## src/rtl/tamper_stamp_pkg.sv

```systemverilog
package tamper_stamp_pkg;

  localparam int NUM_FIELDS = 6;

  localparam int ADDR_CTL_A      = 'h00;
  localparam int ADDR_CTL_B      = 'h01;
  localparam int ADDR_STAMP_CTL  = 'h12;
  localparam int ADDR_STAMP_BASE = 'h13;

  localparam int BIT_FLAG_A = 4;
  localparam int BIT_FLAG_B = 5;
  localparam int BIT_IRQ_EN = 2;
  localparam int BIT_OFF    = 6;
  localparam int BIT_FIRST  = 7;

  typedef struct packed {
    logic capture;
  } stampStrobe_t;

  typedef struct packed {
    logic flagA;
    logic flagB;
    logic irqEn;
    logic stampOff;
    logic firstMode;
  } ctlView_t;

  function automatic logic [7:0] fieldMask(input int idx);
    case (idx)
      0, 1:    fieldMask = 8'h7F;
      2, 3:    fieldMask = 8'h3F;
      4:       fieldMask = 8'h1F;
      default: fieldMask = 8'hFF;
    endcase
  endfunction

endpackage

```

## src/rtl/tamper_sync.sv

```systemverilog
module tamper_sync #(
  parameter int STAGES = 2
) (
  input  logic clk,
  input  logic rstN,
  input  logic din,
  output logic dout
);
  logic [STAGES-1:0] chain;

  generate
    if (STAGES == 1) begin : g_single
      always_ff @(posedge clk or negedge rstN) begin
        if (!rstN) chain <= '0;
        else       chain <= din;
      end
    end else begin : g_multi
      always_ff @(posedge clk or negedge rstN) begin
        if (!rstN) chain <= '0;
        else       chain <= {chain[STAGES-2:0], din};
      end
    end
  endgenerate

  assign dout = chain[STAGES-1];
endmodule

```

## src/rtl/tamper_ctrl.sv

```systemverilog
module tamper_ctrl
  import tamper_stamp_pkg::*;
#(
  parameter int ADDR_W      = 5,
  parameter int DATA_W      = 8,
  parameter int SYNC_STAGES = 2
) (
  input  logic              clk,
  input  logic              rstN,
  input  logic              trigIn,
  input  logic              regWe,
  input  logic [ADDR_W-1:0] regAddr,
  input  logic [DATA_W-1:0] regWdata,
  output stampStrobe_t      strobe,
  output ctlView_t          view
);
  logic syncOut, syncDly, edgeSeen, locked;
  logic wrA, wrB, wrS;
  logic flagA, flagB, irqEn, stampOff, firstMode;
  logic unusedWdata;

  tamper_sync #(.STAGES(SYNC_STAGES)) u_sync (
    .clk (clk),
    .rstN(rstN),
    .din (trigIn),
    .dout(syncOut)
  );

  always_ff @(posedge clk or negedge rstN) begin
    if (!rstN) syncDly <= 1'b0;
    else       syncDly <= syncOut;
  end

  assign edgeSeen = syncOut & ~syncDly;
  assign locked   = firstMode & (flagA | flagB);

  assign wrA = regWe && (regAddr == ADDR_W'(ADDR_CTL_A));
  assign wrB = regWe && (regAddr == ADDR_W'(ADDR_CTL_B));
  assign wrS = regWe && (regAddr == ADDR_W'(ADDR_STAMP_CTL));

  assign strobe.capture = edgeSeen & ~stampOff & ~locked;

  always_ff @(posedge clk or negedge rstN) begin
    if (!rstN) begin
      flagA     <= 1'b0;
      flagB     <= 1'b0;
      irqEn     <= 1'b0;
      stampOff  <= 1'b0;
      firstMode <= 1'b0;
    end else begin
      if (strobe.capture)                    flagA <= 1'b1;
      else if (wrA && !regWdata[BIT_FLAG_A]) flagA <= 1'b0;

      if (strobe.capture)                    flagB <= 1'b1;
      else if (wrB && !regWdata[BIT_FLAG_B]) flagB <= 1'b0;

      if (wrB) irqEn <= regWdata[BIT_IRQ_EN];
      if (wrS) begin
        stampOff  <= regWdata[BIT_OFF];
        firstMode <= regWdata[BIT_FIRST];
      end
    end
  end

  assign view.flagA     = flagA;
  assign view.flagB     = flagB;
  assign view.irqEn     = irqEn;
  assign view.stampOff  = stampOff;
  assign view.firstMode = firstMode;

  assign unusedWdata = ^regWdata;
endmodule

```

## src/rtl/tamper_data.sv

```systemverilog
module tamper_data
  import tamper_stamp_pkg::*;
#(
  parameter int ADDR_W = 5,
  parameter int DATA_W = 8,
  localparam int BUS_W = NUM_FIELDS * DATA_W
) (
  input  logic              clk,
  input  logic              rstN,
  input  stampStrobe_t      strobe,
  input  ctlView_t          view,
  input  logic [BUS_W-1:0]  liveTime,
  input  logic [ADDR_W-1:0] regAddr,
  output logic [DATA_W-1:0] regRdata,
  output logic [BUS_W-1:0]  stampBus
);
  logic [DATA_W-1:0] stampQ [NUM_FIELDS];

  generate
    for (genvar i = 0; i < NUM_FIELDS; i++) begin : g_field
      localparam logic [DATA_W-1:0] MASK = DATA_W'(fieldMask(i));
      always_ff @(posedge clk or negedge rstN) begin
        if (!rstN)               stampQ[i] <= '0;
        else if (strobe.capture) stampQ[i] <= liveTime[i*DATA_W +: DATA_W] & MASK;
      end
      assign stampBus[i*DATA_W +: DATA_W] = stampQ[i];
    end
  endgenerate

  always_comb begin
    regRdata = '0;
    if (regAddr == ADDR_W'(ADDR_CTL_A)) begin
      regRdata[BIT_FLAG_A] = view.flagA;
    end else if (regAddr == ADDR_W'(ADDR_CTL_B)) begin
      regRdata[BIT_FLAG_B] = view.flagB;
      regRdata[BIT_IRQ_EN] = view.irqEn;
    end else if (regAddr == ADDR_W'(ADDR_STAMP_CTL)) begin
      regRdata[BIT_OFF]   = view.stampOff;
      regRdata[BIT_FIRST] = view.firstMode;
    end else begin
      for (int i = 0; i < NUM_FIELDS; i++) begin
        if (regAddr == ADDR_W'(ADDR_STAMP_BASE + i)) regRdata = stampQ[i];
      end
    end
  end
endmodule

```

## src/rtl/tamper_stamp.sv

```systemverilog
module tamper_stamp
  import tamper_stamp_pkg::*;
#(
  parameter int ADDR_W      = 5,
  parameter int DATA_W      = 8,
  parameter int SYNC_STAGES = 2
) (
  input  logic                         clk,
  input  logic                         rstN,
  input  logic                         trigIn,
  input  logic [NUM_FIELDS*DATA_W-1:0] liveTime,
  input  logic                         regWe,
  input  logic [ADDR_W-1:0]            regAddr,
  input  logic [DATA_W-1:0]            regWdata,
  output logic [DATA_W-1:0]            regRdata,
  output logic                         irqN
);
  stampStrobe_t                 strobe;
  ctlView_t                     view;
  logic [NUM_FIELDS*DATA_W-1:0] stampBus;

  tamper_ctrl #(
    .ADDR_W(ADDR_W), .DATA_W(DATA_W), .SYNC_STAGES(SYNC_STAGES)
  ) u_ctrl (
    .clk     (clk),
    .rstN    (rstN),
    .trigIn  (trigIn),
    .regWe   (regWe),
    .regAddr (regAddr),
    .regWdata(regWdata),
    .strobe  (strobe),
    .view    (view)
  );

  tamper_data #(.ADDR_W(ADDR_W), .DATA_W(DATA_W)) u_data (
    .clk     (clk),
    .rstN    (rstN),
    .strobe  (strobe),
    .view    (view),
    .liveTime(liveTime),
    .regAddr (regAddr),
    .regRdata(regRdata),
    .stampBus(stampBus)
  );

  assign irqN = ~(view.irqEn & (view.flagA | view.flagB));
endmodule

```

## config.mk

```make
export PLATFORM = sky130hd
export DESIGN_NAME = tamper_stamp
export DESIGN_NICKNAME = d
export VERILOG_FILES = /design/src/rtl/tamper_stamp_pkg.sv /design/src/rtl/tamper_sync.sv /design/src/rtl/tamper_ctrl.sv /design/src/rtl/tamper_data.sv /design/src/rtl/tamper_stamp.sv
export SDC_FILE = /design/constraint.sdc
export NUM_CORES = 1
export LEC_CHECK = 0
export CAP_MARGIN = 30
export CORE_MARGIN = 2
export CORE_UTILIZATION = 26
export DETAILED_ROUTE_END_ITERATION = 12
export SYNTH_ARGS = -nofsm -noshare
export SYNTH_HDL_FRONTEND = slang
export SYNTH_SLANG_ARGS = --single-unit
```

## constraint.sdc

```tcl
create_clock -name clk -period 2.2 [get_ports clk]
set_clock_uncertainty 0.05 [all_clocks]
set_input_delay 0.44 -clock clk [delete_from_list [all_inputs] [get_ports clk]]
set_output_delay 0.44 -clock clk [all_outputs]
set_load 0.005 [all_outputs]
```

==> tab_implementation.tex, run 1 <==
\begin{tabular}{lr}
\hline
Metric & Value \\
\hline
\multicolumn{2}{l}{\textbf{Route}} \\
\quad DRT iter0 DRCs & 77 \\
\quad Number of iterations in the first detailed-routing pass & 4 \\
\quad Detailed-route via count & 1740 \\
\quad Drc violations & 0 \\
\quad Post-route antenna net violation count & 0 \\
\quad Total length of routed wires & 5.74 mm \\
\quad Mean number of vias per cell & 4.53 \\
\quad Wire length per cell after detailed routing & 14.9 microns \\
\multicolumn{2}{l}{\textbf{STA}} \\
\quad Total Neg Setup Slack & -186 ps \\
\quad Final hold vios & 0 \\
\quad Unrepaired setup endpoints after global routing & yes \\
\quad Minimum setup slack in the final design & -59.9 ps \\
\quad Final Max Tran Viols & 0 \\
\quad Setup violations, final & 5 \\
\quad Final worst path period need & 2260 ps \\
\quad Slew at the pin closest to its max-slew limit & 681 ps \\
\quad Normalized max-slew margin & 54.6\% \\
\quad Achievable clock frequency & 443 MHz \\
\quad Post-route clock period utilization & 103\% \\
\multicolumn{2}{l}{\textbf{Synth}} \\
\quad Number of enable flip-flop cells after synthesis & 0 \\
\quad Async set-reset flop share out of synthesis & 100\% \\
\quad Number of distinct standard cells referenced by the synthesized netlist & 37 \\
\quad Portion of the post-synthesis area used by sequential elements & 52.3\% \\
\quad Post-Syn Area per Cell & 12.6 sq um \\
\quad Synth warnings & 0 \\
\quad Total nets after synthesis & 244 \\
\quad Register bit count reported by yosys & 47 \\
\quad Synth Cell Area & 2250 sq um \\
\quad Synth Flop Type & sky130\_fd\_sc\_hd\_\_dfrtp\_1 \\
\quad Post-synthesis instance total & 179 \\
\multicolumn{2}{l}{\textbf{Floorplanning}} \\
\quad Number of placed I/O pins & 74 \\
\quad Area of the core & 8300 sq um \\
\quad Die span in y & 97.0 microns \\
\quad Die width & 97.0 microns \\
\quad Die area & 9420 sq um \\
\quad Std-Cell Rows & 33 \\
\quad Starting density of the core & 27.1\% \\
\multicolumn{2}{l}{\textbf{Final layout}} \\
\quad Antenna Diode Count & 0 \\
\quad NumNets Final & 343 \\
\quad Number of filler cells placed in the layout & 818 \\
\quad Area growth syn-to-layout & 52.2\% \\
\quad Ratio of cells with drive above 1 in the final layout & 46.2\% \\
\multicolumn{2}{l}{\textbf{Setup path}} \\
\quad Worst setup path startpoint & regAddr[1] \\
\quad Critical Path Source Type & input pin \\
\quad Worst-path cell with the longest stage delay & sky130\_fd\_sc\_hd\_\_nor4b\_4 \\
\quad Worst path required time & 1710 ps \\
\quad Startpoint of the worst-slack reg-to-reg timing path & u\_ctrl.flagB \\
\quad Critical path class & in2out \\
\quad Max stage delay on crit path & 350 ps \\
\quad Maximum fanout along the worst path & 4 \\
\quad Arrival time at the worst endpoint & 1770 ps \\
\quad Worst-path cell chain & buf\_12 > nor4b\_4 > buf\_4 > nand2\_4 > buf\_6 > mux2i\_4 > o221ai\_2 > buf\_2 \\
\quad Critical Path Sink Type & output port \\
\multicolumn{2}{l}{\textbf{GRT}} \\
\quad Maximum number of pins on one net before global-route repair & 42 \\
\quad Initial antenna violation count & 0 \\
\quad Total GRT Usage & 12.7\% \\
\quad Number of global-route vias before repair & 1925 \\
\quad Global-route wire length before repair & 9.69 mm \\
\quad Remaining global-route overflow & 0 \\
\multicolumn{2}{l}{\textbf{Clocking}} \\
\quad Clock buffers created by TritonCTS & 5 \\
\quad Clock tree from TritonCTS & yes \\
\quad Clock-pin slew of the registers on the worst-case setup and hold paths & 80 ps \\
\quad Clock Sink Count & 47 \\
\quad Worst-case clock buffer depth & 2 \\
\quad Max H-tree Level & 2 \\
\quad Clock Latency Late Sink & 290 ps \\
\quad Cell chosen for the clock root & sky130\_fd\_sc\_hd\_\_clkbuf\_8 \\
\quad Number of buffers inserted for hold repair after clock tree synthesis & 0 \\
\multicolumn{2}{l}{\textbf{Run}} \\
\quad Max-cap violations & 0 \\
\multicolumn{2}{l}{\textbf{Power}} \\
\quad Leakage power total & 1.48 nW \\
\quad PD cells & 667 nW/um\^{}2 \\
\quad Worst supply voltage drop on vdd & 0.240 mV \\
\multicolumn{2}{l}{\textbf{Place}} \\
\quad Port Buffers & 61 \\
\quad Global placement routability congestion & 0.834 \\
\quad DP HPWL & 4.24 mm \\
\quad Minimum setup slack after placement & -904 ps \\
\multicolumn{2}{l}{\textbf{Outcome}} \\
\quad Run status & finished, violations left \\
\quad Violations in the final reports & negative setup slack \\
\multicolumn{2}{l}{\textbf{Worst hold path}} \\
\quad Worst min-delay path class & in2async \\
\hline
\end{tabular}
## Yosys cell counts (3+ instances only)
library cell	n	area [sq um]
sky130_fd_sc_hd__mux2_2	44	495
sky130_fd_sc_hd__nor2b_1	3	18.8
sky130_fd_sc_hd__a211oi_1	4	30.0
sky130_fd_sc_hd__a21oi_1	5	25.0
sky130_fd_sc_hd__dfrtp_1	47	1180
sky130_fd_sc_hd__nand2_1	8	30.0
sky130_fd_sc_hd__nor2_1	6	22.5
sky130_fd_sc_hd__buf_2	5	25.0
sky130_fd_sc_hd__nand3_1	3	15.0
sky130_fd_sc_hd__and3b_1	4	35.0
sky130_fd_sc_hd__o21ai_0	9	45.0
sky130_fd_sc_hd__mux2i_1	7	70.1
sky130_fd_sc_hd__inv_1	3	11.3
## worst max-delay path, delay by kind of cell
family,cells,cell delay (ps)
buffers and inverters,4,560
AO/OA/AOI/OAI,1,180
AND/OR/NAND/NOR,2,400
multiplexers,1,180
## metrics by stage
stage / total power [W] / hold slack (ps) / util [%] / instance area, sq um / instances
global placement: 0.00177 / 287 / 38.2 / 3170 / 365
CTS: 0.00231 / 154 / 40.8 / 3390 / 381
finish: 0.00229 / 128 / 41.3 / 3430 / 384
floorplan: 0.00149 / 94.4 / - / 2250 / 179
detailed placement: 0.00177 / 287 / 38.2 / 3170 / 365
global route: 0.00244 / 168 / 41.3 / 3430 / 384
## cell families (layout without fill, tap and decap cells)
family / count (synthesis) / in the layout / share of synthesized area, %
and+or+nand+nor: 39 / 39 / 11.0
muxes: 51 / 51 / 25.1
AOI/OAI and AO/OA: 30 / 30 / 8.84
buffers and inverters: 12 / 112 / 2.78
DFF: 47 / 47 / 52.3
## final cells by class
class,instances,area (sq um),area share (%)
multi-input combinational,120,1120,32.7
tap,105,131,3.83
sequential,47,1180,34.3
clock buffer,5,68.8,2.01
inverter,3,11.3,0.329
clock inverter,3,15.0,0.438
timing repair buffer,101,902,26.3
## final timing paths
check,end,slack [ps],depth (start not counted)
setup reg to reg,u_data.stampBus[42],770,4
hold / removal,u_ctrl.u_sync.chain[1],130,1
setup / recovery,regRdata[0],-60,8
max in group asynchronous,u_data.stampBus[13],1320,2
min in group clk,u_ctrl.u_sync.chain[1],300,0
hold reg to reg,u_ctrl.u_sync.chain[1],300,0
## registers in the layout, indices dropped and copies added, names as in the netlist
register,flops
u_ctrl.firstMode,1
u_ctrl.flagA,1
u_ctrl.flagB,1
u_ctrl.irqEn,1
u_ctrl.stampOff,1
u_ctrl.syncDly,1
u_ctrl.u_sync.chain,2
u_data.stampBus,39
## cells in the final DEF (no fill, tap or decap), types with 3 or more instances in the layout
| cell type | instances |
|---|---|
| sky130_fd_sc_hd__mux2_2 | 44 |
| sky130_fd_sc_hd__dfrtp_1 | 47 |
| sky130_fd_sc_hd__mux2i_1 | 6 |
| sky130_fd_sc_hd__a211oi_2 | 3 |
| sky130_fd_sc_hd__a21oi_1 | 3 |
| sky130_fd_sc_hd__buf_2 | 8 |
| sky130_fd_sc_hd__and3b_1 | 4 |
| sky130_fd_sc_hd__o21ai_0 | 4 |
| sky130_fd_sc_hd__clkbuf_8 | 5 |
| sky130_fd_sc_hd__buf_4 | 37 |
| sky130_fd_sc_hd__clkinv_2 | 3 |
| sky130_fd_sc_hd__nand2_1 | 7 |
| sky130_fd_sc_hd__inv_1 | 3 |
| sky130_fd_sc_hd__nor2_1 | 6 |
| sky130_fd_sc_hd__clkdlybuf4s50_1 | 47 |
| sky130_fd_sc_hd__buf_6 | 3 |
| sky130_fd_sc_hd__o21ai_2 | 4 |
| sky130_fd_sc_hd__buf_12 | 3 |
## timing repair
item | in CTS | in global routing
buffers inserted | 8 | 5
pin swaps | 11 | 12
setup endpoints to repair | 8 | 8
gates resized for setup | 78 | 14
## layer usage
| layer | vias up | share of wire, % | track usage (%) |
|---|---|---|---|
| met4 | 0 | 1.1 | 2.17 |
| met5 | - | 0 | 0 |
| met1 | 840 | 48 | 17.6 |
| met3 | 8 | 4.2 | 3.83 |
| li1 | 854 | - | - |
| met2 | 38 | 47 | 20.1 |
## power breakdown
| part | leakage, nW | switching [W] | internal [W] |
|---|---|---|---|
| Combinational | 0.889 | 0.000206 | 0.000379 |
| Sequential | 0.546 | 0.000127 | 0.00108 |
| Clock | 0.0477 | 0.000279 | 0.000218 |
Power figures use the tool's default switching activity.
==> run 2, diff against run 1 <==
--- a/config.mk
+++ b/config.mk
@@ -9,6 +9,7 @@
 export CORE_MARGIN = 2
 export CORE_UTILIZATION = 26
 export DETAILED_ROUTE_END_ITERATION = 12
+export PLACE_DENSITY_LB_ADDON = 0.12
 export SYNTH_ARGS = -nofsm -noshare
 export SYNTH_HDL_FRONTEND = slang
 export SYNTH_SLANG_ARGS = --single-unit
==> constraint.sdc (replaced) <==
create_clock -name clk -period 2.8 [get_ports clk]
set_clock_uncertainty 0.05 [all_clocks]
set_input_delay 0.56 -clock clk [delete_from_list [all_inputs] [get_ports clk]]
set_output_delay 0.56 -clock clk [all_outputs]
set_load 0.005 [all_outputs]
==> tab_implementation.tex, run 2 (synthesis gave the netlist of run 1 again) <==
\begin{tabular}{lr}
\hline
Metric & Value \\
\hline
\multicolumn{2}{l}{\textbf{Outcome}} \\
\quad Run status & finished clean \\
\multicolumn{2}{l}{\textbf{STA}} \\
\quad Achievable clock frequency & 371 MHz \\
\quad Total Neg Setup Slack & 0 ps (+186 ps) \\
\quad Unrepaired setup endpoints after global routing & no \\
\quad Final Max Tran Viols & 0 (unchanged) \\
\quad Slew at the pin closest to its max-slew limit & 592 ps (-89.1 ps) \\
\quad Setup violations, final & 0 (-5) \\
\quad Final hold vios & 0 (unchanged) \\
\quad Post-route clock period utilization & 96.2\% \\
\quad Normalized max-slew margin & 60.5\% (+5.9 points) \\
\quad Final worst path period need & 2690 ps \\
\multicolumn{2}{l}{\textbf{Floorplanning}} \\
\quad Die span in y & 97.0 microns (unchanged) \\
\quad Number of placed I/O pins & 74 (unchanged) \\
\quad Starting density of the core & 27.1\% (unchanged) \\
\quad Die area & 9420 sq um (unchanged) \\
\quad Area of the core & 8300 sq um (unchanged) \\
\quad Std-Cell Rows & 33 (unchanged) \\
\quad Die width & 97.0 microns (unchanged) \\
\multicolumn{2}{l}{\textbf{Final layout}} \\
\quad Final design utilization & 39.7\% (-1.6 points) \\
\quad Commonest cells after routing, fill and taps aside & sky130\_fd\_sc\_hd\_\_clkdlybuf4s50\_1, sky130\_fd\_sc\_hd\_\_dfrtp\_1, sky130\_fd\_sc\_hd\_\_mux2\_2 \\
\quad Number of filler cells placed in the layout & 826 (+0.98\%) \\
\quad Antenna Diode Count & 0 (unchanged) \\
\quad Ratio of cells with drive above 1 in the final layout & 36.6\% (-9.7 points) \\
\quad Multi-input gate area in the final layout & 1050 sq um (-6.1\%) \\
\quad FF/Latch Area & 1180 sq um (unchanged) \\
\quad NumNets Final & 334 (-2.6\%) \\
\quad Area growth syn-to-layout & 46.3\% \\
\quad Cell area after layout & 3290 sq um (-3.9\%) \\
\quad Max FFs per register & 39 (unchanged) \\
\quad Most frequent standard cell in the layout excluding fill and tap cells & sky130\_fd\_sc\_hd\_\_clkdlybuf4s50\_1 \\
\multicolumn{2}{l}{\textbf{GRT}} \\
\quad Global-route wire length before repair & 9.12 mm (-5.8\%) \\
\quad Maximum number of pins on one net before global-route repair & 27 (-36\%) \\
\quad Initial antenna violation count & 0 (unchanged) \\
\quad Total GRT Usage & 12.3\% (-0.42 points) \\
\quad Remaining global-route overflow & 0 (unchanged) \\
\quad Number of global-route vias before repair & 1756 (-8.8\%) \\
\multicolumn{2}{l}{\textbf{Clocking}} \\
\quad Clock Latency Late Sink & 290 ps (about the same) \\
\quad Cell chosen for the clock root & sky130\_fd\_sc\_hd\_\_clkbuf\_8 \\
\quad Max H-tree Level & 2 (unchanged) \\
\quad Clock buffers created by TritonCTS & 5 (unchanged) \\
\quad Number of buffers inserted for hold repair after clock tree synthesis & 0 (unchanged) \\
\quad Clock Sink Count & 47 (unchanged) \\
\quad Worst-case clock buffer depth & 2 (unchanged) \\
\quad Clock-pin slew of the registers on the worst-case setup and hold paths & 80 ps (about the same) \\
\quad Clock tree from TritonCTS & yes \\
\multicolumn{2}{l}{\textbf{Route}} \\
\quad DRT iter0 DRCs & 43 (-44\%) \\
\quad Detailed-route via count & 1728 (-0.69\%) \\
\quad Drc violations & 0 (unchanged) \\
\quad Total length of routed wires & 5.65 mm (-1.5\%) \\
\quad Mean number of vias per cell & 4.63 (+2.2\%) \\
\quad Post-route antenna net violation count & 0 (unchanged) \\
\quad Wire length per cell after detailed routing & 15.1 microns (+1.4\%) \\
\quad Number of iterations in the first detailed-routing pass & 3 (-1) \\
\multicolumn{2}{l}{\textbf{Setup path}} \\
\quad Critical path class & in2out \\
\quad Critical Path Sink Type & output port \\
\quad Critical Path Source Type & input pin \\
\quad Cell count of the worst reg-to-reg path & 4 (unchanged) \\
\quad Maximum fanout along the worst path & 4 (unchanged) \\
\quad Worst path required time & 2190 ps (+480 ps) \\
\quad Arrival time at the worst endpoint & 2080 ps (+310 ps) \\
\quad Startpoint of the worst-slack reg-to-reg timing path & u\_ctrl.flagB \\
\quad Worst R2R Setup Slack & 840 ps (+70 ps) \\
\quad Reg2reg end & u\_data.stampBus[40] \\
\multicolumn{2}{l}{\textbf{Place}} \\
\quad Port Buffers & 61 (unchanged) \\
\quad Global placement routability congestion & 0.784 (-6.1\%) \\
\quad Total placed instance area & 3180 sq um (+0.16\%) \\
\quad DP HPWL & 4.39 mm (+3.4\%) \\
\multicolumn{2}{l}{\textbf{Power}} \\
\quad Leakage power total & 1.43 nW (-3.6\%) \\
\quad Pwr Total & 0.00176 W (-23\%) \\
\quad Worst supply voltage drop on vdd & 0.217 mV (-9.6\%) \\
\quad PD cells & 534 nW/um\^{}2 (-20\%) \\
\multicolumn{2}{l}{\textbf{Worst hold path}} \\
\quad Worst min-delay path class & in2async \\
\multicolumn{2}{l}{\textbf{Run}} \\
\quad Max-cap violations & 0 (unchanged) \\
\hline
\end{tabular}
[run 2: changes by cell type in the layout (fill, tap and decap cells not counted), sizes merged]
cell / before / now
buf: 51 / 36
clkinv: 3 / 0
clkbuf: 7 / 6
dlymetal6s2s: 0 / 2
dlygate4sd2: 0 / 3
clkdlybuf4s50: 47 / 50
[run 2: cell type report]
cell class,instances,area share (%)
multi-input cells,120,32.0
clock buffers,6,2.20
inverters,3,0.342
flip-flops and latches,47,35.7
repair buffers,92,25.8
well taps,105,3.99
[run 2: power by group]
group	switching, W	internal [W]	leakage [nW]	total [W]
registers	0.0000971	0.000847	0.546	0.000944
logic	0.000155	0.000283	0.846	0.000437
clock network	0.000210	0.000167	0.0371	0.000376
total	0.000461	0.00130	1.43	0.00176
[run 2: metrics by stage]
stage	worst slack [ps]	hold WS, ps	std cells
final	108	186	373
after detailed placement	-503	300	364
after floorplan	532	214	179
after CTS	0.0120	202	371
after global routing	5.96	215	373
after global placement	-501	304	364
[run 2: per-layer routing]
layer | track usage [%] | wire, microns | vias up
li1 | - | - | 839
met1 | 17.7 | 2870 | 840
met2 | 18.7 | 2490 | 44
met3 | 2.75 | 244 | 5
met4 | 3.25 | 47 | 0
met5 | 0 | 0 | -
[run 2: what timing repair did]
item | 4_1_cts | 5_1_grt
resized for setup | 31 | 6
gates cloned | 0 | 0
endpoints found under the setup margin | 8 | 4
pin swaps | 5 | 4
buffers inserted | 1 | 2
[run 2: how the worst max path moves through the flow]
stage | end | slack, ps | cells past startpoint | from
floorplan | regRdata[2] | 530 | 5 | regAddr[1]
global placement | regRdata[1] | -500 | 6 | regAddr[1]
detailed placement | regRdata[2] | -500 | 7 | regAddr[0]
CTS | regRdata[5] | 0.01 | 7 | regAddr[2]
global route | regRdata[6] | 6 | 7 | regAddr[0]
finish | regRdata[6] | 110 | 7 | regAddr[0]
[run 2: worst max-delay path: stages]
cell and delay (ps):
sky130_fd_sc_hd__buf_2 140, sky130_fd_sc_hd__nor4b_4 340, sky130_fd_sc_hd__nand2_2 160, sky130_fd_sc_hd__buf_4 170
sky130_fd_sc_hd__o21ai_0 160, sky130_fd_sc_hd__o21ai_1 100, sky130_fd_sc_hd__clkdlybuf4s50_1 440
==> run 3, diff against run 2 <==
--- a/config.mk
+++ b/config.mk
@@ -12,4 +12,5 @@
 export PLACE_DENSITY_LB_ADDON = 0.12
 export SYNTH_ARGS = -nofsm -noshare
 export SYNTH_HDL_FRONTEND = slang
+export SYNTH_HIERARCHICAL = 1
 export SYNTH_SLANG_ARGS = --single-unit
==> tab_implementation.tex, run 3 <==
\begin{tabular}{lr}
\hline
Metric & Value \\
\hline
\multicolumn{2}{l}{\textbf{Floorplanning}} \\
\quad Die area & 10400 sq um (+10\%) \\
\quad Area of the core & 9280 sq um (+12\%) \\
\quad Die width & 102 microns (+5.0\%) \\
\quad Number of placed I/O pins & 74 (unchanged) \\
\quad Starting density of the core & 26.8\% (-0.28 points) \\
\quad Die span in y & 102 microns (+5.0\%) \\
\quad Std-Cell Rows & 35 (+6.1\%) \\
\multicolumn{2}{l}{\textbf{Power}} \\
\quad Leakage power total & 1.52 nW (+6.4\%) \\
\quad Portion of total power attributed to combinational logic & 24.9\% (about the same) \\
\quad Internal power of the cells & 0.00131 W (+0.89\%) \\
\quad Portion of total power attributed to the clock network & 22.2\% (+0.8 points) \\
\quad Switching portion of total power & 27.7\% (+1.5 points) \\
\quad Worst supply voltage drop on vdd & 0.163 mV (-25\%) \\
\quad Net Switching & 0.000502 W (+8.7\%) \\
\quad PD cells & 493 nW/um\^{}2 (-7.7\%) \\
\quad Register share of total power & 52.9\% (-0.8 points) \\
\multicolumn{2}{l}{\textbf{STA}} \\
\quad Post-route clock period utilization & 97.0\% (+0.84 points) \\
\quad Normalized max-slew margin & 77.0\% (+16 points) \\
\quad Final Max Tran Viols & 0 (unchanged) \\
\quad Final worst path period need & 2720 ps (+23.5 ps) \\
\quad Achievable clock frequency & 368 MHz (-0.86\%) \\
\quad Unrepaired setup endpoints after global routing & no \\
\quad Slew at the pin closest to its max-slew limit & 345 ps (-247 ps) \\
\quad Setup violations, final & 0 (unchanged) \\
\quad Smallest hold slack & 177 ps (-8.75 ps) \\
\quad Final hold vios & 0 (unchanged) \\
\multicolumn{2}{l}{\textbf{Synth}} \\
\quad Synth Cell Area & 2490 sq um (+11\%) \\
\quad Post-synthesis instance total & 207 (+16\%) \\
\quad Total nets after synthesis & 272 (+11\%) \\
\quad Post-Syn Area per Cell & 12.0 sq um (-4.2\%) \\
\quad Synth warnings & 6 (+6) \\
\multicolumn{2}{l}{\textbf{Clocking}} \\
\quad Clock Sink Count & 47 (unchanged) \\
\quad Clock buffers created by TritonCTS & 5 (unchanged) \\
\quad Clock-pin slew of the registers on the worst-case setup and hold paths & 90 ps (about the same) \\
\quad Clock Latency Late Sink & 300 ps (about the same) \\
\quad Clock tree from TritonCTS & yes \\
\quad Cell chosen for the clock root & sky130\_fd\_sc\_hd\_\_clkbuf\_8 \\
\quad Max H-tree Level & 2 (unchanged) \\
\quad Number of buffers inserted for hold repair after clock tree synthesis & 0 (unchanged) \\
\quad Worst-case clock buffer depth & 2 (unchanged) \\
\multicolumn{2}{l}{\textbf{GRT}} \\
\quad Maximum number of pins on one net before global-route repair & 27 (unchanged) \\
\quad Remaining global-route overflow & 0 (unchanged) \\
\quad Number of global-route vias before repair & 2014 (+15\%) \\
\quad Initial antenna violation count & 0 (unchanged) \\
\quad Global-route wire length before repair & 10.7 mm (+18\%) \\
\quad Total GRT Usage & 13.6\% (+1.2 points) \\
\multicolumn{2}{l}{\textbf{Setup path}} \\
\quad Worst path required time & 2190 ps (about the same) \\
\quad Max stage delay on crit path & 370 ps (-70 ps) \\
\quad Crit path max-delay family & buffers and inverters \\
\quad Maximum fanout along the worst path & 4 (unchanged) \\
\quad Startpoint of the worst-slack reg-to-reg timing path & u\_ctrl/flagB \\
\quad Worst setup path startpoint & regAddr[0] \\
\quad Critical Path Source Type & input pin \\
\quad Critical Path Most Common Cell & sky130\_fd\_sc\_hd\_\_buf\_4 \\
\quad Critical path class & in2out \\
\quad Cell depth of the worst setup path & 8 (+1) \\
\quad Reg2reg end & u\_data/stampBus[47] \\
\quad Worst-path cell with the longest stage delay & sky130\_fd\_sc\_hd\_\_nor4b\_4 \\
\quad Worst-path cell chain & clkdlybuf4s15\_2 > nand2b\_1 > nor4b\_4 > buf\_4 > buf\_4 > a2111oi\_4 > o31ai\_2 > buf\_2 \\
\quad Arrival time at the worst endpoint & 2110 ps (+30 ps) \\
\quad Cell count of the worst reg-to-reg path & 5 (+1) \\
\quad Crit path capture & regRdata[4] \\
\quad Critical Path Sink Type & output port \\
\quad Worst R2R Setup Slack & 1050 ps (+210 ps) \\
\quad CP Buf/Inv Count & 4 (+1) \\
\multicolumn{2}{l}{\textbf{Route}} \\
\quad Post-route antenna net violation count & 0 (unchanged) \\
\quad DRT iter0 DRCs & 72 (+67\%) \\
\quad Mean number of vias per cell & 4.61 (-0.60\%) \\
\quad Total length of routed wires & 6.67 mm (+18\%) \\
\quad Drc violations & 0 (unchanged) \\
\quad Wire length per cell after detailed routing & 15.4 microns (+1.7\%) \\
\quad Detailed-route via count & 1994 (+15\%) \\
\quad Number of iterations in the first detailed-routing pass & 4 (+1) \\
\multicolumn{2}{l}{\textbf{Outcome}} \\
\quad Run status & finished clean \\
\multicolumn{2}{l}{\textbf{Final layout}} \\
\quad Number of filler cells placed in the layout & 947 (+15\%) \\
\quad Antenna Diode Count & 0 (unchanged) \\
\quad Area growth syn-to-layout & 47.4\% \\
\quad Max FFs per register & 39 (unchanged) \\
\quad Ratio of cells with drive above 1 in the final layout & 40.8\% (+4.2 points) \\
\quad Commonest cells after routing, fill and taps aside & sky130\_fd\_sc\_hd\_\_clkdlybuf4s50\_1, sky130\_fd\_sc\_hd\_\_dfrtp\_1, sky130\_fd\_sc\_hd\_\_mux2\_2 \\
\quad Most frequent standard cell in the layout excluding fill and tap cells & sky130\_fd\_sc\_hd\_\_clkdlybuf4s50\_1 \\
\quad Layout Cells excl Fill & 433 (+16\%) \\
\quad NumNets Final & 368 (+10\%) \\
\multicolumn{2}{l}{\textbf{Worst hold path}} \\
\quad Worst min-delay path class & in2async \\
\multicolumn{2}{l}{\textbf{Place}} \\
\quad Global placement routability congestion & 0.800 (+2.1\%) \\
\quad DP HPWL & 4.96 mm (+13\%) \\
\quad Port Buffers & 61 (unchanged) \\
\quad Number of placed instances with taps included & 415 (+14\%) \\
\multicolumn{2}{l}{\textbf{Run}} \\
\quad Max-cap violations & 0 (unchanged) \\
\hline
\end{tabular}
-- run 3: per-layer routing --
| metal | track usage (%) | vias to the layer above | share of wire [%] | routed length, microns |
|---|---|---|---|---|
| li1 | - | 964 | - | - |
| met1 | 19.5 | 976 | 49 | 3240 |
| met2 | 20.1 | 47 | 46 | 3040 |
| met3 | 2.60 | 7 | 4.3 | 286 |
| met4 | 5.23 | 0 | 1.5 | 102 |
| met5 | 0 | - | 0 | 0 |
-- run 3: through the flow --
stage	TNS [ps]	instance area (sq um)	setup WS (ps)	total power [W]	utilization, %
global placement	-4250	3430	-615	0.00140	36.9
floorplan	0	2490	594	0.00119	-
finish	0	3670	84.1	0.00181	39.6
global route	0	3670	11.8	0.00194	39.6
CTS	0	3660	22.5	0.00184	39.4
detailed placement	-3940	3430	-617	0.00141	36.9
-- run 3: worst min-delay path by stage --
stage                                       from                     end
after CTS                                   rstN     u_data/stampBus[43]
final                                       rstN     u_data/stampBus[35]
after detailed placement  u_ctrl/u_sync/chain[0]  u_ctrl/u_sync/chain[1]
after global routing                        rstN     u_data/stampBus[35]
after global placement    u_ctrl/u_sync/chain[0]  u_ctrl/u_sync/chain[1]
after floorplan                             rstN        u_ctrl/firstMode
-- run 3: repair_timing --
| action | 4_1_cts | 5_1_grt |
|---|---|---|
| cloned | 2 | 0 |
| pin swaps | 7 | 6 |
| setup endpoints to repair | 8 | 7 |
| resized for setup | 45 | 11 |
| buffers inserted | 7 | 1 |
-- run 3: power groups by stage --
stage	combinational, W	clock, W	sequential, W
floorplan	0.000274	0	0.000918
global placement	0.000434	0	0.000967
detailed placement	0.000439	0	0.000967
CTS	0.000454	0.000428	0.000959
global route	0.000492	0.000459	0.000984
finish	0.000451	0.000402	0.000957
-- run 3: cell type report --
cell class / instances / area, sq um / area share (%)
well taps: 129 / 161 / 4.39
clock buffers: 5 / 68.8 / 1.87
inverters: 6 / 22.5 / 0.613
multi-input cells: 137 / 1280 / 35.0
clock inverters: 3 / 15.0 / 0.409
repair buffers: 106 / 945 / 25.7
flip-flops and latches: 47 / 1180 / 32.0
